**config.mk**
```make
export PLATFORM = sky130hd
export DESIGN_NAME = adc_seq_ctrl
export DESIGN_NICKNAME = d
export VERILOG_FILES = /design/src/rtl/adc_seq_pkg.sv /design/src/rtl/adc_sel_reg.sv /design/src/rtl/adc_conv_timer.sv /design/src/rtl/adc_ctl_reg.sv /design/src/rtl/adc_result_view.sv /design/src/rtl/adc_seq_ctrl.sv
export SDC_FILE = /design/constraint.sdc
export NUM_CORES = 1
export LEC_CHECK = 0
export BUFFER_PORTS_ARGS = -buffer_cell sky130_fd_sc_hd__clkbuf_2
export CELL_PAD_IN_SITES_DETAIL_PLACEMENT = 2
export CELL_PAD_IN_SITES_GLOBAL_PLACEMENT = 2
export CORE_MARGIN = 4
export CORE_UTILIZATION = 29
export CTS_CLUSTER_DIAMETER = 60
export CTS_CLUSTER_SIZE = 20
export DETAILED_ROUTE_END_ITERATION = 8
export PLACE_DENSITY = 0.95
export SKIP_CTS_REPAIR_TIMING = 1
export SYNTH_ARGS = -nofsm -noshare
export SYNTH_HDL_FRONTEND = slang
export SYNTH_HIERARCHICAL = 1
export SYNTH_SLANG_ARGS = --single-unit
```
**constraint.sdc**
```tcl
create_clock -name clk -period 3.4 [get_ports clk]
set_input_delay 0.17 -clock clk [delete_from_list [all_inputs] [get_ports clk]]
set_output_delay 0.17 -clock clk [all_outputs]
set_load 0.005 [all_outputs]
```
**src/rtl/adc_seq_pkg.sv**
```systemverilog
package adc_seq_pkg;

    parameter int RES_W    = 10;
    parameter int VIEW_W   = 16;
    parameter int CH_W     = 3;
    parameter int NORM_CYC = 13;
    parameter int LONG_CYC = 25;

    localparam int CNT_W = $clog2(LONG_CYC);

    // bit positions shared by the register decoders
    localparam int SEL_REF_HI = 7;
    localparam int SEL_REF_LO = 6;
    localparam int SEL_ALIGN  = 5;
    localparam int CTL_EN     = 7;
    localparam int CTL_GO     = 6;
    localparam int CTL_HOLD   = 5;
    localparam int CTL_FLAG   = 4;
    localparam int CTL_IE     = 3;

    typedef enum logic [1:0] {
        REF_SUPPLY    = 2'd0,
        REF_EXT_PIN   = 2'd1,
        REF_INT_NOCAP = 2'd2,
        REF_INT_CAP   = 2'd3
    } ref_sel_e;

    typedef struct packed {
        logic en;
        logic hold;
        logic ie;
    } ctl_bits_t;

    function automatic logic [CNT_W-1:0] conv_limit(input logic long_req);
        return long_req ? CNT_W'(LONG_CYC - 1) : CNT_W'(NORM_CYC - 1);
    endfunction

endpackage

```
**src/rtl/adc_sel_reg.sv**
```systemverilog
module adc_sel_reg
    import adc_seq_pkg::*;
#(
    parameter int CHW = CH_W
) (
    input  logic            clk,
    input  logic            rst,
    input  logic            wr,
    input  logic [7:0]      wdata,
    input  logic            busy,
    input  logic            done,
    input  logic            start,
    output ref_sel_e        ref_act,
    output ref_sel_e        ref_pend,
    output logic            left_al,
    output logic [CHW-1:0]  chan,
    output logic            long_req
);
    ref_sel_e pend_n;
    logic     can_apply;
    logic     ref_chg;
    logic     long_next;
    logic     unused_sel;

    assign unused_sel = ^wdata[4:3];

    always_comb begin
        pend_n    = wr ? ref_sel_e'(wdata[SEL_REF_HI:SEL_REF_LO]) : ref_pend;
        can_apply = !busy || done;
        ref_chg   = can_apply && (pend_n != ref_act);
        long_req  = long_next || ref_chg;
    end

    always_ff @(posedge clk) begin
        if (rst) begin
            ref_act   <= REF_SUPPLY;
            ref_pend  <= REF_SUPPLY;
            left_al   <= 1'b0;
            chan      <= '0;
            long_next <= 1'b0;
        end else begin
            if (wr) begin
                ref_pend <= pend_n;
                left_al  <= wdata[SEL_ALIGN];
                chan     <= wdata[CHW-1:0];
            end
            if (ref_chg)
                ref_act <= pend_n;
            if (start)
                long_next <= 1'b0;
            else if (ref_chg)
                long_next <= 1'b1;
        end
    end
endmodule

```
**src/rtl/adc_conv_timer.sv**
```systemverilog
module adc_conv_timer
    import adc_seq_pkg::*;
(
    input  logic clk,
    input  logic rst,
    input  logic tick,
    input  logic start,
    input  logic long_req,
    output logic busy,
    output logic done
);
    logic [CNT_W-1:0] cnt;
    logic [CNT_W-1:0] lim;

    assign done = busy && tick && (cnt == lim);

    always_ff @(posedge clk) begin
        if (rst) begin
            busy <= 1'b0;
            cnt  <= '0;
            lim  <= '0;
        end else if (start && !busy) begin
            busy <= 1'b1;
            cnt  <= '0;
            lim  <= conv_limit(long_req);
        end else if (done) begin
            busy <= 1'b0;
            cnt  <= '0;
        end else if (busy && tick) begin
            cnt <= cnt + 1'b1;
        end
    end
endmodule

```
**src/rtl/adc_ctl_reg.sv**
```systemverilog
module adc_ctl_reg
    import adc_seq_pkg::*;
(
    input  logic      clk,
    input  logic      rst,
    input  logic      wr,
    input  logic [7:0] wdata,
    input  logic      busy,
    input  logic      done,
    input  logic      sleep_pulse,
    output logic      start,
    output ctl_bits_t ctl,
    output logic      flag,
    output logic      irq,
    output logic      wake
);
    logic sw_start;
    logic slp_start;
    logic from_slp;
    logic clr_req;
    logic unused_ctl;

    assign unused_ctl = ^wdata[2:0];

    always_comb begin
        sw_start  = wr && wdata[CTL_EN] && wdata[CTL_GO] && !busy;
        slp_start = sleep_pulse && ctl.en && !busy && !ctl.hold && ctl.ie;
        start     = sw_start || slp_start;
        clr_req   = wr && wdata[CTL_FLAG];
        irq       = flag && ctl.ie;
        wake      = irq && from_slp;
    end

    always_ff @(posedge clk) begin
        if (rst) begin
            ctl      <= '0;
            flag     <= 1'b0;
            from_slp <= 1'b0;
        end else begin
            if (wr) begin
                ctl.en   <= wdata[CTL_EN];
                ctl.hold <= wdata[CTL_HOLD];
                ctl.ie   <= wdata[CTL_IE];
            end
            if (done)
                flag <= 1'b1;
            else if (clr_req)
                flag <= 1'b0;
            if (start)
                from_slp <= slp_start && !sw_start;
            else if (clr_req && !done)
                from_slp <= 1'b0;
        end
    end
endmodule

```
**src/rtl/adc_result_view.sv**
```systemverilog
module adc_result_view
    import adc_seq_pkg::*;
#(
    parameter int RW = RES_W,
    parameter int VW = VIEW_W
) (
    input  logic          clk,
    input  logic          rst,
    input  logic          done,
    input  logic [RW-1:0] sample,
    input  logic          left_al,
    output logic [VW-1:0] view
);
    localparam int PAD = VW - RW;

    logic [RW-1:0] result;

    always_ff @(posedge clk) begin
        if (rst)
            result <= '0;
        else if (done)
            result <= sample;
    end

    generate
        if (PAD > 0) begin : g_pad
            always_comb begin
                if (left_al)
                    view = {result, {PAD{1'b0}}};
                else
                    view = {{PAD{1'b0}}, result};
            end
        end else begin : g_nopad
            logic unused_al;
            assign unused_al = left_al;
            assign view      = result;
        end
    endgenerate
endmodule

```
**src/rtl/adc_seq_ctrl.sv**
```systemverilog
module adc_seq_ctrl
    import adc_seq_pkg::*;
#(
    parameter int RW  = RES_W,
    parameter int VW  = VIEW_W,
    parameter int CHW = CH_W
) (
    input  logic          clk,
    input  logic          rst,
    input  logic          adc_tick,
    input  logic          sel_wr,
    input  logic [7:0]    sel_wdata,
    input  logic          ctl_wr,
    input  logic [7:0]    ctl_wdata,
    input  logic          sleep_pulse,
    input  logic [RW-1:0] sample_in,
    output logic [7:0]    sel_rdata,
    output logic [7:0]    ctl_rdata,
    output logic [VW-1:0] data_view,
    output logic [1:0]    ref_code,
    output logic [CHW-1:0] channel,
    output logic          busy,
    output logic          irq,
    output logic          wake
);
    ref_sel_e  ref_act;
    ref_sel_e  ref_pend;
    logic      left_al;
    logic      long_req;
    logic      conv_start;
    logic      conv_done;
    logic      flag;
    ctl_bits_t ctl;

    adc_sel_reg #(.CHW(CHW)) u_sel (
        .clk(clk), .rst(rst), .wr(sel_wr), .wdata(sel_wdata),
        .busy(busy), .done(conv_done), .start(conv_start),
        .ref_act(ref_act), .ref_pend(ref_pend), .left_al(left_al),
        .chan(channel), .long_req(long_req)
    );

    adc_conv_timer u_tmr (
        .clk(clk), .rst(rst), .tick(adc_tick), .start(conv_start),
        .long_req(long_req), .busy(busy), .done(conv_done)
    );

    adc_ctl_reg u_ctl (
        .clk(clk), .rst(rst), .wr(ctl_wr), .wdata(ctl_wdata),
        .busy(busy), .done(conv_done), .sleep_pulse(sleep_pulse),
        .start(conv_start), .ctl(ctl), .flag(flag), .irq(irq), .wake(wake)
    );

    adc_result_view #(.RW(RW), .VW(VW)) u_view (
        .clk(clk), .rst(rst), .done(conv_done), .sample(sample_in),
        .left_al(left_al), .view(data_view)
    );

    always_comb begin
        ref_code  = ref_act;
        sel_rdata = '0;
        sel_rdata[SEL_REF_HI:SEL_REF_LO] = ref_pend;
        sel_rdata[SEL_ALIGN]             = left_al;
        sel_rdata[CHW-1:0]               = channel;
        ctl_rdata = {ctl.en, busy, ctl.hold, flag, ctl.ie, 3'b000};
    end
endmodule

```
==> flow_metrics.env <==
export IMPL_status="complete, no violations"
export IMPL_setup_slack_ns=1.46
export IMPL_first_iter_violations=39
export IMPL_switching_power_uw=217
export IMPL_remaining_drc_errors=0
export IMPL_ys_top_cells_by_area="sky130_fd_sc_hd__dfxtp_1, sky130_fd_sc_hd__mux2i_1, sky130_fd_sc_hd__nor2_1"
export IMPL_synth_lib_cells_used_distinct=37
export IMPL_rows=27
export IMPL_worstPathArrival_ns=2.09
export IMPL_cts_tree="yes"
export IMPL_drt_pre_antenna_iters=3
export IMPL_die_width_um=83.6
export IMPL_seq_power_share_pct=46.2
export IMPL_number_of_antenna_violations_at_the_first_check_in_global_routing=0
export IMPL_list_of_cells_traversed_by_the_critical_path="nand3_1 > nor4_4 > nand2b_1 > nand2_1 > nand2_1 > nor3b_1 > a21oi_1 > nor2_1"
export IMPL_ff2ff_path_depth=8
export IMPL_reg2reg_setup_slack_ns=1.46
export IMPL_timing_critical_path_required_ns=3.55
export IMPL_final_net_count=256
export IMPL_power_per_cell_area_nw_per_um2=447
export IMPL_synthDominantAreaCellType="sky130_fd_sc_hd__dfxtp_1"
export IMPL_synth_enable_flop_cells=0
export IMPL_critical_path_max_stage_delay_ns=0.57
export IMPL_max_clock_freq_mhz=515
export IMPL_synth_ff_latch_count=33
export IMPL_cts_root_buf="sky130_fd_sc_hd__clkbuf_8"
export IMPL_cap_viol_max_count=0
export IMPL_power_frac_clock_pct=41.8
export IMPL_floorplan_initialDensity_pct=30.1
export IMPL_ios=72
export IMPL_hpwl_um=3430
export IMPL_layout_filler_cells=618
export IMPL_critical_path_most_common_cell="sky130_fd_sc_hd__nand2_1"
export IMPL_rr_endpoint="u_tmr/lim[2]$_SDFFE_PP0P_"
export IMPL_layout_worst_path_cycle_share_pct=57.1
export IMPL_gr_total_overflow=0
export IMPL_avgViaCountPerCell=4.56
export IMPL_grt_setup_unrepaired="no"
export IMPL_clock_latency_ns=0.28
export IMPL_regToRegStartpoint="u_tmr/busy$_SDFFE_PP0P_"
export IMPL_clk_transition_reported_paths_ns=0.07
export IMPL_place_port_buffers=61
export IMPL_area_delta_synth_final_pct=23.4
export IMPL_h_tree_depth=2
export IMPL_post_dp_cell_area_um2=1930
export IMPL_worst_ir_drop_vdd_v=0.000200
export IMPL_drt_wirelength_per_cell_um=15.2
export IMPL_slew_headroom_pct=55.6
export IMPL_pin_count_of_the_biggest_net_entering_global_routing=30
export IMPL_worstMarginPinSlew_ns=0.665
export IMPL_dr_total_vias=1344
export IMPL_cp_slowest_cell="sky130_fd_sc_hd__dfxtp_1"
export IMPL_cts_buffer_depth=2
export IMPL_p_int_uw=696
export IMPL_switching_share_pct=23.7
export IMPL_critPathCaptureType="flip-flop"
export IMPL_worst_setup_path_type="reg -> reg"
export IMPL_clock_sink_count=33
export IMPL_critical_path_startpoint="u_tmr/busy$_SDFFE_PP0P_"
export IMPL_pre_cts_ws_ns=1.52
export IMPL_final_cells=295
export IMPL_number_of_hold_violations_in_the_final_report=0
export IMPL_post_route_min_period_ns=1.94
export IMPL_finalClockSkew_ns=0.00127
export IMPL_die_ar_um2=6980
export IMPL_synth_top_flop_cell="sky130_fd_sc_hd__dfxtp_1"
export IMPL_vias_in_the_first_global_route=1558
export IMPL_sequential_area_share_after_synthesis_pct=39.9
export IMPL_insertedDiodeCount=0
export IMPL_core_region_um2=5510
export IMPL_syn_cell_area_um2=1660
export IMPL_setup_worst_path_start_class="flip-flop"
export IMPL_top_count_cell_post_synth="sky130_fd_sc_hd__dfxtp_1"
export IMPL_maxSlewViolCount=0
export IMPL_total_cts_buffers=5
export IMPL_dp_cells=287
export IMPL_hold_path_class="in -> reg"
export IMPL_setup_tns_final_ns=0
export IMPL_synthesis_area_per_instance_um2=9.91
export IMPL_async_flop_share_pct=0
export IMPL_grt_util_all_layers_pct=13.6
export IMPL_synth_top_area_share_pct=39.9
export IMPL_share_comb_of_total_power_pct=12.1
export IMPL_totalWireLength_um=4490
export IMPL_p_leak_uw=0.000964
export IMPL_yosys_top_cells_count="sky130_fd_sc_hd__dfxtp_1, sky130_fd_sc_hd__nor2_1, sky130_fd_sc_hd__mux2i_1"
export IMPL_grt_first_pass_wirelength_um=7610
export IMPL_crit_fanout=12
export IMPL_gp_routability_congestion=0.675
export IMPL_drive_gt1_share_pct=38.1
export IMPL_dieHeight_um=83.6
export IMPL_yosys_warnings=6
export IMPL_crit_end="u_tmr/lim[2]$_SDFFE_PP0P_"
export IMPL_postSynthCellCount=167
export IMPL_detail_route_antenna_nets=0
export IMPL_setup_violations_final=0
export IMPL_fin_area_um2=2040
[worst max-delay path: cells and delay by family, from the launching register on]
family | cells | cell delay (ns)
DFF | 1 | 0.57
and+or+nand+nor | 7 | 1.07
AOI/OAI and AO/OA | 1 | 0.15
[power groups by stage]
stage                     Clock, uW  Combinational (uW)  Sequential (uW)
after detailed placement          0                 112              430
after floorplan                   0                81.8              424
after CTS                       395                 113              422
after global routing            413                 123              425
after global placement            0                 106              429
final                           381                 110              421
[routing by layer]
| layer | part of all wire (%) | GRT usage [%] |
|---|---|---|
| met1 | 39 | 13.7 |
| met3 | 5.5 | 3.85 |
| met4 | 1.6 | 4.82 |
| met5 | 0 | 0 |
| met2 | 54 | 26.4 |
[cell type report]
type	instances	area (um^2)	share of cell area [%]
inverter	2	7.51	0.367
sequential	33	661	32.3
tap	72	90.1	4.41
clock buffer	7	86.3	4.23
clock inverter	1	30.0	1.47
timing repair buffer	62	313	15.3
multi-input combinational	118	856	41.9
[worst min path at each step]
stage | from | end | slack [ns] | cells past startpoint
final | sample_in[0] | u_view/result[0]$_SDFFE_PP0P_ | 0.13 | 3
after global routing | sample_in[0] | u_view/result[0]$_SDFFE_PP0P_ | 0.12 | 3
after CTS | sample_in[0] | u_view/result[0]$_SDFFE_PP0P_ | 0.12 | 3
after detailed placement | sample_in[9] | u_view/result[9]$_SDFFE_PP0P_ | 0.42 | 3
after global placement | sample_in[9] | u_view/result[9]$_SDFFE_PP0P_ | 0.41 | 3
after floorplan | rst | u_tmr/lim[4]$_SDFFE_PP0P_ | 0.24 | 1
[kinds of logic (layout without fill, tap and decap cells)]
| family | count (synthesis) | count (layout) | share of synthesized area (%) |
|---|---|---|---|
| and+or+nand+nor | 67 | 67 | 22.8 |
| DFF | 33 | 33 | 39.9 |
| muxes | 24 | 24 | 16.5 |
| xor gates and xnor gates | 7 | 7 | 4.16 |
| buffers and inverters | 20 | 72 | 9.30 |
| adders and majority gates | 2 | 2 | 1.51 |
| AOI/OAI and AO/OA | 13 | 13 | 5.67 |
| other | 1 | 5 | 0.227 |
[sequential cells by signal, summed over array words and instances (netlist names)]
register         flops
u_sel/left_al        1
u_ctl/ctl            3
u_view/result       10
u_sel/long_next      1
u_sel/ref_pend       2
u_ctl/flag           1
u_tmr/cnt            5
u_sel/chan           3
u_ctl/from_slp       1
u_tmr/lim            3
u_sel/ref_act        2
u_tmr/busy           1
[cells in the final DEF, fill, tap and decap left out]
| cell | Yosys | final |
|---|---|---|
| sky130_fd_sc_hd__a21oi_2 | 2 | 2 |
| sky130_fd_sc_hd__clkbuf_1 | 1 | 1 |
| sky130_fd_sc_hd__mux2i_1 | 19 | 19 |
| sky130_fd_sc_hd__nor4_4 | 1 | 1 |
| sky130_fd_sc_hd__bufinv_16 | 0 | 1 |
| sky130_fd_sc_hd__nand3_1 | 3 | 3 |
| sky130_fd_sc_hd__a211oi_2 | 1 | 1 |
| sky130_fd_sc_hd__nor2b_1 | 6 | 6 |
| sky130_fd_sc_hd__a21oi_1 | 3 | 3 |
| sky130_fd_sc_hd__nor3_1 | 4 | 4 |
| sky130_fd_sc_hd__and2b_2 | 1 | 1 |
| sky130_fd_sc_hd__buf_4 | 11 | 1 |
| sky130_fd_sc_hd__xnor2_1 | 2 | 2 |
| sky130_fd_sc_hd__ha_1 | 2 | 2 |
| sky130_fd_sc_hd__inv_1 | 2 | 2 |
| sky130_fd_sc_hd__nand2b_4 | 1 | 1 |
| sky130_fd_sc_hd__nand2_1 | 7 | 7 |
| sky130_fd_sc_hd__xor2_1 | 4 | 4 |
| sky130_fd_sc_hd__xnor2_2 | 1 | 1 |
| sky130_fd_sc_hd__and3_1 | 1 | 1 |
| sky130_fd_sc_hd__conb_1 | 1 | 5 |
| sky130_fd_sc_hd__nand4b_4 | 1 | 1 |
| sky130_fd_sc_hd__or3_1 | 2 | 2 |
| sky130_fd_sc_hd__o21ai_0 | 2 | 2 |
| sky130_fd_sc_hd__dfxtp_1 | 33 | 33 |
| sky130_fd_sc_hd__clkbuf_8 | 0 | 6 |
| sky130_fd_sc_hd__mux2_4 | 4 | 4 |
| sky130_fd_sc_hd__and2_1 | 7 | 7 |
| sky130_fd_sc_hd__a211oi_1 | 4 | 4 |
| sky130_fd_sc_hd__nor3b_1 | 1 | 1 |
| sky130_fd_sc_hd__mux2i_4 | 1 | 1 |
| sky130_fd_sc_hd__o21ai_2 | 1 | 1 |
| sky130_fd_sc_hd__nand2b_2 | 1 | 1 |
| sky130_fd_sc_hd__clkbuf_2 | 0 | 61 |
| sky130_fd_sc_hd__nand4_1 | 1 | 1 |
| sky130_fd_sc_hd__nor2_1 | 27 | 27 |
| sky130_fd_sc_hd__nand2b_1 | 2 | 2 |
| sky130_fd_sc_hd__nand2_4 | 1 | 1 |
[stage by stage]
stage / total power, uW / utilization, % / hold slack [ns]
finish: 912 / 37.1 / 0.129
CTS: 930 / 37.1 / 0.120
global route: 960 / 37.1 / 0.121
floorplan: 506 / - / 0.239
detailed placement: 542 / 35.0 / 0.417
global placement: 535 / 35.0 / 0.406
No activity file was read; power rests on OpenSTA's default activity.
